`src/rtl/irqc_pkg.sv`:
```
package irqc_pkg;

  localparam int BANK_W    = 24;
  localparam int NUM_BANKS = 2;
  localparam int ADDR_W    = 3;
  localparam int REGS_PER_BANK = 3;   // pending, disable, one hole
  localparam int EVT_W     = BANK_W * NUM_BANKS;

  // Strobes from the control decoder to the datapath
  typedef struct packed {
    logic [NUM_BANKS-1:0] clrPend;   // write-one-clear on the pending register
    logic [NUM_BANKS-1:0] ldDis;     // load the disable register
    logic [NUM_BANKS-1:0] rdPend;    // select the pending register for read
    logic [NUM_BANKS-1:0] rdDis;     // select the disable register for read
  } ctlStrobe_t;

  // Implemented bits for each bank (1 = bit has a source)
  function automatic logic [BANK_W-1:0] implBits(input int bank);
    logic [BANK_W-1:0] holes;
    holes = '0;
    if (bank == 0) begin
      holes[5]  = 1'b1;
      holes[17] = 1'b1;
      holes[18] = 1'b1;
      holes[20] = 1'b1;
    end else begin
      holes[2]  = 1'b1;
      holes[16] = 1'b1;
    end
    return ~holes;
  endfunction

  function automatic logic [ADDR_W-1:0] pendAddr(input int bank);
    return ADDR_W'(bank * REGS_PER_BANK);
  endfunction

  function automatic logic [ADDR_W-1:0] disAddr(input int bank);
    return ADDR_W'(bank * REGS_PER_BANK + 1);
  endfunction

endpackage

```
`src/rtl/irqc_ctrl.sv`:
```
module irqc_ctrl
  import irqc_pkg::*;
(
  input  logic [ADDR_W-1:0] regAddr,
  input  logic              regWrEn,
  output ctlStrobe_t        strobe
);

  always_comb begin
    strobe = '0;
    for (int b = 0; b < NUM_BANKS; b++) begin
      strobe.rdPend[b]  = (regAddr == pendAddr(b));
      strobe.rdDis[b]   = (regAddr == disAddr(b));
      strobe.clrPend[b] = regWrEn && (regAddr == pendAddr(b));
      strobe.ldDis[b]   = regWrEn && (regAddr == disAddr(b));
    end
  end

endmodule

```
`src/rtl/irqc_datapath.sv`:
```
module irqc_datapath
  import irqc_pkg::*;
(
  input  logic                        clk,
  input  logic                        rstN,
  input  logic [EVT_W-1:0]            evtIn,
  input  ctlStrobe_t                  strobe,
  input  logic [BANK_W-1:0]           regWrData,
  output logic [BANK_W-1:0]           regRdData,
  output logic [EVT_W-1:0]            pendFlat,
  output logic [EVT_W-1:0]            disFlat,
  output logic                        irqOut
);

  logic [NUM_BANKS-1:0][BANK_W-1:0] pendQ;
  logic [NUM_BANKS-1:0][BANK_W-1:0] disQ;
  logic [NUM_BANKS-1:0]             bankLive;

  for (genvar b = 0; b < NUM_BANKS; b++) begin : g_bank
    localparam logic [BANK_W-1:0] IMPL = implBits(b);
    logic [BANK_W-1:0] evtBank;
    logic [BANK_W-1:0] clrBits;

    assign evtBank = evtIn[b*BANK_W +: BANK_W];
    assign clrBits = strobe.clrPend[b] ? regWrData : '0;

    // event wins over a simultaneous clear
    always_ff @(posedge clk or negedge rstN) begin
      if (!rstN) pendQ[b] <= '0;
      else       pendQ[b] <= ((pendQ[b] & ~clrBits) | evtBank) & IMPL;
    end

    always_ff @(posedge clk or negedge rstN) begin
      if (!rstN)               disQ[b] <= IMPL;
      else if (strobe.ldDis[b]) disQ[b] <= regWrData & IMPL;
    end

    assign bankLive[b] = |(pendQ[b] & ~disQ[b]);
    assign pendFlat[b*BANK_W +: BANK_W] = pendQ[b];
    assign disFlat[b*BANK_W +: BANK_W]  = disQ[b];
  end

  always_comb begin
    regRdData = '0;
    for (int b = 0; b < NUM_BANKS; b++) begin
      if (strobe.rdPend[b]) regRdData = regRdData | pendQ[b];
      if (strobe.rdDis[b])  regRdData = regRdData | disQ[b];
    end
  end

  assign irqOut = |bankLive;

endmodule

```
`src/rtl/irq_bank_ctrl.sv`:
```
module irq_bank_ctrl
  import irqc_pkg::*;
(
  input  logic                 clk,
  input  logic                 rstN,
  input  logic [EVT_W-1:0]     evtIn,
  input  logic [ADDR_W-1:0]    regAddr,
  input  logic                 regWrEn,
  input  logic [BANK_W-1:0]    regWrData,
  output logic [BANK_W-1:0]    regRdData,
  output logic                 irqOut
);

  ctlStrobe_t          strobe;
  logic [EVT_W-1:0]    pendFlat;
  logic [EVT_W-1:0]    disFlat;

  irqc_ctrl ctrl_i (
    .regAddr (regAddr),
    .regWrEn (regWrEn),
    .strobe  (strobe)
  );

  irqc_datapath dp_i (
    .clk       (clk),
    .rstN      (rstN),
    .evtIn     (evtIn),
    .strobe    (strobe),
    .regWrData (regWrData),
    .regRdData (regRdData),
    .pendFlat  (pendFlat),
    .disFlat   (disFlat),
    .irqOut    (irqOut)
  );

endmodule

```
`config.mk`:
```
export PLATFORM = sky130hd
export DESIGN_NAME = irq_bank_ctrl
export DESIGN_NICKNAME = d
export VERILOG_FILES = /design/src/rtl/irqc_pkg.sv /design/src/rtl/irqc_ctrl.sv /design/src/rtl/irqc_datapath.sv /design/src/rtl/irq_bank_ctrl.sv
export SDC_FILE = /design/constraint.sdc
export NUM_CORES = 1
export LEC_CHECK = 0
export ABC_AREA = 1
export BUFFER_PORTS_ARGS = -buffer_cell sky130_fd_sc_hd__buf_2
export CAP_MARGIN = 25
export CORE_ASPECT_RATIO = 0.6
export CORE_MARGIN = 5
export CORE_UTILIZATION = 54
export DETAILED_ROUTE_END_ITERATION = 10
export GPL_TIMING_DRIVEN = 0
export MAX_ROUTING_LAYER = met4
export PLACE_DENSITY = 0.78
export SETUP_SLACK_MARGIN = 0.2
export SYNTH_ARGS = -nofsm -noshare
export SYNTH_HDL_FRONTEND = slang
export SYNTH_SLANG_ARGS = --single-unit
```
`constraint.sdc`:
```
create_clock -name clk -period 1.5 [get_ports clk]
set_input_delay 0.3 -clock clk [delete_from_list [all_inputs] [get_ports clk]]
set_output_delay 0.3 -clock clk [all_outputs]
set_load 0.01 [all_outputs]
```
# Yosys cells after proc, flatten, opt, wreduce, memory -nomap -nowiden
# Index checks and enable logic that the tools add are counted.
[classes] reduce_logical=6 bitwise=13 n_mul=0 n_div=0 magnitude_cmp=0 n_mux=6 shift=0 n_eq_ne=3 n_addsub=0
[ops] cell="two-way mux 24 bit" n=6
[ops] cell="bitwise OR 24 bit" n=5
[ops] cell="AND 24 bit" n=4
[ops] cell="inverter 24 bit" n=4
[ops] cell="OR reduction 48 bit" n=1
[ops] cell="logical AND 1 bit" n=4
[ops] cell="equality test 3 x 1 -> 1 bit, second input constant" n=1
[ops] cell="equality test 3 x 2 -> 1 bit, second input constant" n=1
[ops] cell="equality test 3 bit, second input constant" n=1
[ops] cell="zero test 3 bit" n=1
[totals] n_memories=0 latch_bits=0 word_cells=32 out_inout_bits=25 regBits=84 inputBits=78 rom_bits=0 mem_bits_rw=0

# Depth between registers and ports, before layout
# Gate-level depths: netlist (run 1).
[depth] ltp_word=8 mapped_depth=7 mapped_depth_nobuf=7

# Modules after synthesis
# Synthesis (run 1) repeated with hierarchy kept, for this count alone.
[unflattened] cells_unflattened=509 area_unflattened_um2=4234.1
[modules_own_cells] module="irqc_datapath" area_per_inst_um2=4169.0 seq_area_each_um2=2154.6 instances=1 cells_per_inst=493
[modules_own_cells] module="irqc_ctrl" area_per_inst_um2=65.1 seq_area_each_um2=0.0 instances=1 cells_per_inst=16

# Least setup slack after synthesis (run 1)
# No wires, ideal clock.
[synth_timing] kind="in2out" start="input port regAddr[1]" end="output port regRdData[17]" required_time_ns=1.200 path_slack_ns=0.195 arrival_time_ns=1.005 path_buffers=1 stages=4 path_cell_list="nor2_1 -> nand2_1 -> clkbuf_1 -> o21ai_0"
[synth_between] elab_chain_len=6 word_cells_on_any_way=8 classes_between="eq/ne: 3; mux: 3; bitwise: 2"
[synth_lines] item="from (decl)" line="irq_bank_ctrl.sv:7" rtl="input logic [ADDR_W-1:0] regAddr,"
[synth_lines] item="equality test 3 x 1 -> 1 bit" line="irqc_ctrl.sv:13" rtl="strobe.rdDis[b] = (regAddr == disAddr(b));"
[synth_lines] item="two-way mux 24 bit" line="irqc_datapath.sv:47" rtl="if (strobe.rdDis[b]) regRdData = regRdData | disQ[b];"
[synth_lines] item="bitwise OR 24 bit" line="irqc_datapath.sv:46" rtl="if (strobe.rdPend[b]) regRdData = regRdData | pendQ[b];"
[synth_lines] item="two-way mux 24 bit" line="irqc_datapath.sv:46"
[synth_lines] item="bitwise OR 24 bit" line="irqc_datapath.sv:47"
[synth_lines] item="two-way mux 24 bit *" line="irqc_datapath.sv:47"
[synth_lines] item="to (decl)" line="irq_bank_ctrl.sv:10" rtl="output logic [BANK_W-1:0] regRdData,"
# Every way passes the cells marked *; elsewhere a longest branch is shown, timed or not.

# Final worst setup path (run 1)
[layout_timing] start="register dp_i.disQ, in the netlist dp_i.disFlat[45]" end="output port irqOut"
[layout_between] elab_chain_len=3
[layout_lines] item="from (decl)" line="irqc_datapath.sv:16" rtl="logic [NUM_BANKS-1:0][BANK_W-1:0] disQ;"
[layout_lines] item="from (signal, indexed assignment)" line="irqc_datapath.sv:35" rtl="else if (strobe.ldDis[b]) disQ[b] <= regWrData & IMPL;"
[layout_lines] item="inverter 24 bit" line="irqc_datapath.sv:38" rtl="assign bankLive[b] = |(pendQ[b] & ~disQ[b]);"
[layout_lines] item="AND 24 bit" line="irqc_datapath.sv:38"
[layout_lines] item="OR reduction 48 bit" line="irqc_datapath.sv:51" rtl="assign irqOut = |bankLive;"
[layout_lines] item="to (decl)" line="irq_bank_ctrl.sv:11" rtl="output logic irqOut"
# Every way passes these cells.

==> results of run 1 <==
worst max path at each step:
stage	startpoint	end	slack (ns)	cells past startpoint
floorplan	regAddr[1]	regRdData[17]	0.20	4
global placement	rstN	dp_i.pendFlat[19]$_DFF_PN0_	-0.51	1
detailed placement	regAddr[1]	regRdData[11]	-0.29	9
CTS	dp_i.disFlat[43]$_DFFE_PN1P_	irqOut	-0.40	8
global route	dp_i.disFlat[46]$_DFFE_PN1P_	irqOut	-0.48	8
finish	dp_i.disFlat[45]$_DFFE_PN1P_	irqOut	-0.42	8
cell type report:
class,instances,share of cell area
sequential,84,0.370
multi-input combinational,339,0.307
timing repair buffer,121,0.140
inverter,111,0.0723
clock buffer,11,0.0399
buffer,20,0.0337
tap,108,0.0232
clock inverter,5,0.0148
layer usage:
layer,wire length [microns],part of all wire,up-vias,global-route usage
met2,6110,0.47,190,0.414
met5,0,0,-,-
met1,5620,0.43,1964,0.373
met3,1020,0.079,21,0.0734
met4,165,0.013,0,0.0874
li1,-,-,1972,-
sequential cells by signal, indices dropped and copies added (netlist names):
signal and count:
dp_i.pendFlat 42, dp_i.disFlat 42
cell families (layout without fill, tap and decap cells):
group,after synthesis,count (layout)
and+or+nand+nor,228,228
buffers and inverters,131,268
AOI/OAI and AO/OA,111,111
DFF,84,84
placed cells by master, fill, tap and decap left out, drive strengths merged:
| master | n |
|---|---|
| dfstp | 42 |
| nor3 | 1 |
| o2111ai | 18 |
| o21bai | 3 |
| nand2 | 208 |
| inv | 111 |
| clkbuf | 11 |
| dlygate4sd3 | 1 |
| clkinv | 3 |
| nand4 | 1 |
| dfrtp | 42 |
| buf | 140 |
| nand3 | 1 |
| nor2 | 17 |
| bufinv | 2 |
| o21ai | 90 |
power by group through the flow:
| stage | clock (mW) | sequential (mW) | combinational (mW) |
|---|---|---|---|
| 2_1_floorplan | 0 | 2.80 | 0.606 |
| 3_3_place_gp | 0 | 2.83 | 0.937 |
| 3_5_place_dp | 0 | 2.84 | 0.976 |
| 4_1_cts | 2.41 | 2.84 | 1.18 |
| 5_1_grt | 2.50 | 2.88 | 1.44 |
| 6_report | 2.38 | 2.86 | 1.30 |
per-stage QoR:
| stage | hold slack, ns | utilization |
|---|---|---|
| floorplan | 0.00441 | - |
| global placement | 0.459 | 0.624 |
| detailed placement | 0.153 | 0.628 |
| CTS | 0.127 | 0.725 |
| global route | 0.134 | 0.751 |
| finish | 0.132 | 0.751 |
timing repair:
item	in CTS	in global routing
pin swaps	32	24
resized for setup	97	49
hold buffers	1	0
setup endpoints to repair	25	25
cloned	2	0
hold endpoints to repair	6	0
buffers inserted	14	7
tightest hold or removal path, stage by stage:
cell,delay [ns]
sky130_fd_sc_hd__buf_2,0.07
sky130_fd_sc_hd__inv_1,0.03
sky130_fd_sc_hd__nand2_1,0.05
==> results.cfg, run 1 <==
[setup_path]
cp_data_arrival_time_ns = 1.62
worst-path-buf-inv = 2
critical_path.startpoint_type = register
critical-path-slowest-cell = sky130_fd_sc_hd__dfstp_2
crit-reg2reg-launch = dp_i.disFlat[35]$_DFFE_PN1P_
crit_top_cell = sky130_fd_sc_hd__nand2_1
crit_required_ns = 1.20
setup.worst_path.class = register to primary output
cp_max_fo = 2
worst_reg2reg_endpoint = dp_i.disFlat[35]$_DFFE_PN1P_
rr_worst_depth = 3
timing.critical_path.to_type = primary output
cpPeakStageDelay_ns = 0.54
rrSetupSlack_ns = 0.63
critical-path-top-delay-family = flip-flops
cp_cell_sequence = inv_2 > nand2_1 > nand2_1 > nor2_2 > nand2_1 > nor2_2 > nand3_1 > buf_2

[timing]
unrepaired_setup_endpoints_after_global_routing = true
period_minus_slack_ns = 1.92
worst_pin_slew_ns = 0.359
setup_violating_endpoint_count_in_the_final_report = 21
setup_slack_ns = -0.418
finalHoldViolations = 0
max_transition_viols_final = 0
timing.fmax_mhz = 521
maxSlewHeadroom = 0.760
post-route-period-util = 1.28
post_route_setup_tns_ns = -1.99
clock_skew_ns = 0

[clock_tree]
root_buffer = sky130_fd_sc_hd__clkbuf_16
clock_insertion_delay_worst_skew_ns = 0.35
path_clk_slew_ns = 0.06
clockBufferDepth = 2
cts_sinks = 84
tritoncts_clock_tree = done
h-tree-depth = 3
cts_made_buffers = 9

[synthesis]
post_synth_mux_area_share = 0
top_cells_by_instance_count_after_synthesis = sky130_fd_sc_hd__nand2_1, sky130_fd_sc_hd__inv_1, sky130_fd_sc_hd__o21ai_1, sky130_fd_sc_hd__dfrtp_1, sky130_fd_sc_hd__dfstp_2
synth.distinct_cells = 20
syn-cell-area_sq_mm = 0.00422
postSynthNetCount = 632
yosys.cell_count.top_type = sky130_fd_sc_hd__nand2_1
synthDominantAreaCellType = sky130_fd_sc_hd__dfstp_2
yosys_most_used_dff = sky130_fd_sc_hd__dfstp_2
synth_enable_flop_cells = 0
seq_area_frac_synth = 0.510
synth_cells = 554
synthesized_area_fraction_occupied_by_ao_oa_aoi_and_oai_cells = 0.149
synth_top_area_frac = 0.261
synth.top_cells.by_area = sky130_fd_sc_hd__dfstp_2, sky130_fd_sc_hd__dfrtp_1, sky130_fd_sc_hd__nand2_1
ys_warn_count = 0
synth.ff_latch_count = 84
synth_xor_area_frac = 0
synth-adder-area-share = 0
syn-mean-instance-area_sq_um = 7.62
asyncSetResetFlopFracSynth = 1.00
dominant_combinational_cell_family_by_area_after_synthesis = simple AND/OR/NAND/NOR gates
synth-simple-area-share = 0.208

[outcome]
run_status = finished, violations left
violations = negative setup slack

[global_routing]
first_global_vias = 4043
gr-total-overflow = 0
globalRouteTotalUtil = 0.278
wire_length_of_the_first_global_routing_pass_microns = 20000
antenna_found_initial = 0
grt_max_degree = 75

[power_and_ir_drop]
power_frac_comb = 0.199
seq_power_share = 0.437
p_switching_mw = 1.85
cellPowerDensity_mw_per_mm2 = 1120
clock_share_of_power = 0.364
cellInternalPower_mw = 4.70
power_leakage_nw = 2.92
switching_share = 0.282
design_power_total_mw = 6.55
power.ir.vdd_worst_uv = 754

[place]
place.detailed.hpwl_microns = 8460
preCtsSetupSlack_ns = -0.294
port-buffer-count = 96
place.detailed.instances = 759
place_area_sq_mm = 0.00487
globalplace.congestion = 0.918

[layout]
area.sequential_sq_mm = 0.00215
multi_input_area_sq_mm = 0.00179
post_route_cells_drive_above_1_share = 0.424
areaGrowthSynthToFinish_pct = 38.0
nets = 764
antenna_diode_instance_count = 0
layout.filler_cells = 565
post_layout_nonfiller_instances = 799
finalInstanceArea_sq_mm = 0.00583

[hold_path]
hold_path_end = dp_i.pendFlat[25]$_DFF_PN0_
hold_depth = 3
min_from = evtIn[25]
hold_path.class = input pin to register

[routing]
post_drt_wl_per_cell_microns = 16.2
detailroute.via_count = 4147
drt.antenna.violating_nets = 0
vias_per_cell = 5.19
detail_route.drc_violations = 0
wirelength_microns = 12900
detail_route.first_pass.iterations = 5
drtIter0Drc = 351

[floorplan]
die_w_microns = 124
num_io_pins = 103
initial_core_util = 0.545
design.die.area_sq_mm = 0.00975
die_h_microns = 78.5
design.core.area_sq_mm = 0.00776
rows = 25

[flow_run]
max_cap_violations = 0
Power figures use the tool's default switching activity.
==> inputs of run 2 (changes only) <==
Settings changed: SETUP_SLACK_MARGIN 0.2 to not set.
==> run 2 against run 1 <==
Compared with the run above: via count is 0.12% higher; largest power group unchanged; maximum frequency is 0.29% lower; non-clock buffer count is 3 lower; the run still ends with negative setup slack left.
==> results.cfg, run 2 (synthesis results as in run 1) <==
[power_and_ir_drop]
power_frac_comb = 0.197
clock_share_of_power = 0.366
switching_share = 0.284
p_switching_mw = 1.86
cellPowerDensity_mw_per_mm2 = 1130
power.ir.vdd_worst_uv = 752
cellInternalPower_mw = 4.69
power_leakage_nw = 2.91
seq_power_share = 0.437

[clock_tree]
h-tree-depth = 3
root_buffer = sky130_fd_sc_hd__clkbuf_16
path_clk_slew_ns = 0.06
tritoncts_clock_tree = done
clockBufferDepth = 2
clock_insertion_delay_worst_skew_ns = 0.35
cts_made_buffers = 9
cts_sinks = 84

[routing]
drtIter0Drc = 407
vias_per_cell = 5.22
drt.antenna.violating_nets = 0
wirelength_microns = 12900
detail_route.drc_violations = 0
detailroute.via_count = 4152
post_drt_wl_per_cell_microns = 16.2
detail_route.first_pass.iterations = 6

[timing]
period_minus_slack_ns = 1.92
finalHoldViolations = 0
max_transition_viols_final = 0
unrepaired_setup_endpoints_after_global_routing = true
clock_skew_ns = 0
setup_violating_endpoint_count_in_the_final_report = 21
maxSlewHeadroom = 0.751
post-route-period-util = 1.28
timing.fmax_mhz = 520
setup_slack_ns = -0.423
worst_pin_slew_ns = 0.374

[global_routing]
grt_max_degree = 75
globalRouteTotalUtil = 0.278
global_route.usage.met2 = 0.414
antenna_found_initial = 0
globalRouteMet3Util = 0.0734
wire_length_of_the_first_global_routing_pass_microns = 20000
first_global_vias = 4042
grt_use_met1 = 0.373
gr-total-overflow = 0
top_usage_layer = met2

[layout]
nets = 761
finalInstanceArea_sq_mm = 0.00581
final_cell_mix = sky130_fd_sc_hd__nand2_1, sky130_fd_sc_hd__buf_2, sky130_fd_sc_hd__inv_1
antenna_diode_instance_count = 0
post_route_cells_drive_above_1_share = 0.420
final_core_util = 0.749
areaGrowthSynthToFinish_pct = 37.6
mostFrequentLayoutCell = sky130_fd_sc_hd__nand2_1

[outcome]
run_status = finished, violations left
violations = negative setup slack

[setup_path]
crit-reg2reg-launch = dp_i.disFlat[35]$_DFFE_PN1P_
critical-path-top-delay-family = flip-flops
worst_reg2reg_endpoint = dp_i.disFlat[35]$_DFFE_PN1P_
crit_required_ns = 1.20
cp_data_arrival_time_ns = 1.62
timing.critical_path.to_type = primary output
timing.critical_path.depth = 8
critical-path-slowest-cell = sky130_fd_sc_hd__dfstp_2
cp_max_fo = 2
rrSetupSlack_ns = 0.62
crit_top_cell = sky130_fd_sc_hd__nand2_1
cp_cell_sequence = inv_2 > nand2_1 > nand2_1 > nor2_2 > nand2_1 > nor2_2 > nand3_1 > buf_2
worst-path-buf-inv = 2
cpPeakStageDelay_ns = 0.54
rr_worst_depth = 3
crit_start = dp_i.disFlat[45]$_DFFE_PN1P_
worst_setup_ep = irqOut
critical_path.startpoint_type = register
setup.worst_path.class = register to primary output

[floorplan]
design.die.area_sq_mm = 0.00975
design.core.area_sq_mm = 0.00776
die_w_microns = 124
num_io_pins = 103
rows = 25
die_h_microns = 78.5
initial_core_util = 0.545

[place]
place.detailed.hpwl_microns = 8460
port-buffer-count = 96
globalplace.congestion = 0.918
place_area_sq_mm = 0.00487

[hold_path]
hold_path.class = input pin to register

[flow_run]
max_cap_violations = 0
run 2: cell count changes in the layout (fill, tap and decap cells not counted):
cell,change
sky130_fd_sc_hd__buf_2,-1
sky130_fd_sc_hd__buf_6,-2
sky130_fd_sc_hd__inv_1,+1
sky130_fd_sc_hd__inv_2,-1
sky130_fd_sc_hd__o2111ai_2,-1
sky130_fd_sc_hd__o2111ai_4,+1
run 2: per-layer routing:
| layer | wire length [microns] | vias to the layer above |
|---|---|---|
| li1 | - | 1963 |
| met1 | 5640 | 1981 |
| met2 | 6130 | 188 |
| met3 | 965 | 20 |
| met4 | 165 | 0 |
| met5 | 0 | - |
run 2: what timing repair did:
item	4_1_cts	5_1_grt
hold buffers	1	0
setup endpoints to repair	25	25
pin swaps	31	27
hold endpoints to repair	6	0
resized for setup	95	51
buffers inserted	14	8
cloned	2	0
run 2: area by class of cell:
| class | count | area, sq um |
|---|---|---|
| inverters | 111 | 422 |
| plain buffers | 20 | 196 |
| clock buffers | 11 | 233 |
| well taps | 108 | 135 |
| flip-flops and latches | 84 | 2150 |
| repair buffers | 118 | 787 |
| fillers | 570 | 1940 |
| clock inverters | 5 | 86.3 |
| multi-input cells | 339 | 1800 |
run 2: stage by stage:
stage	TNS [ns]	std cells	total power, mW	worst slack (ns)	hold slack [ns]
after floorplan	0	554	3.41	0.195	0.00441
after global placement	-30.33	758	3.77	-0.514	0.459
after detailed placement	-4.75	759	3.82	-0.294	0.153
after CTS	-1.78	792	6.42	-0.397	0.127
after global routing	-2.59	796	6.81	-0.486	0.134
final	-1.83	796	6.55	-0.423	0.131
run 2: worst reg2reg max path, stage by stage (launching register included):
cell and delay, ns:
sky130_fd_sc_hd__dfstp_2 0.55, sky130_fd_sc_hd__buf_4 0.11, sky130_fd_sc_hd__nand2_1 0.06, sky130_fd_sc_hd__o21ai_1 0.09
run 2: power by group through the flow:
stage / Combinational, mW / Sequential [mW] / Clock [mW]
floorplan: 0.606 / 2.80 / 0
global placement: 0.937 / 2.83 / 0
detailed placement: 0.976 / 2.84 / 0
CTS: 1.18 / 2.83 / 2.41
global route: 1.43 / 2.88 / 2.50
finish: 1.29 / 2.86 / 2.39
run 2: how the worst min path moves through the flow:
stage                                       from                      endpoint  depth (start not counted)
detailed placement                          rstN    dp_i.pendFlat[0]$_DFF_PN0_                          1
finish                                 evtIn[10]   dp_i.pendFlat[10]$_DFF_PN0_                          3
global placement    dp_i.disFlat[42]$_DFFE_PN1P_  dp_i.disFlat[42]$_DFFE_PN1P_                          2
floorplan                                   rstN    dp_i.pendFlat[0]$_DFF_PN0_                          0
global route                           evtIn[19]   dp_i.pendFlat[19]$_DFF_PN0_                          3
CTS                                    evtIn[21]   dp_i.pendFlat[21]$_DFF_PN0_                          3
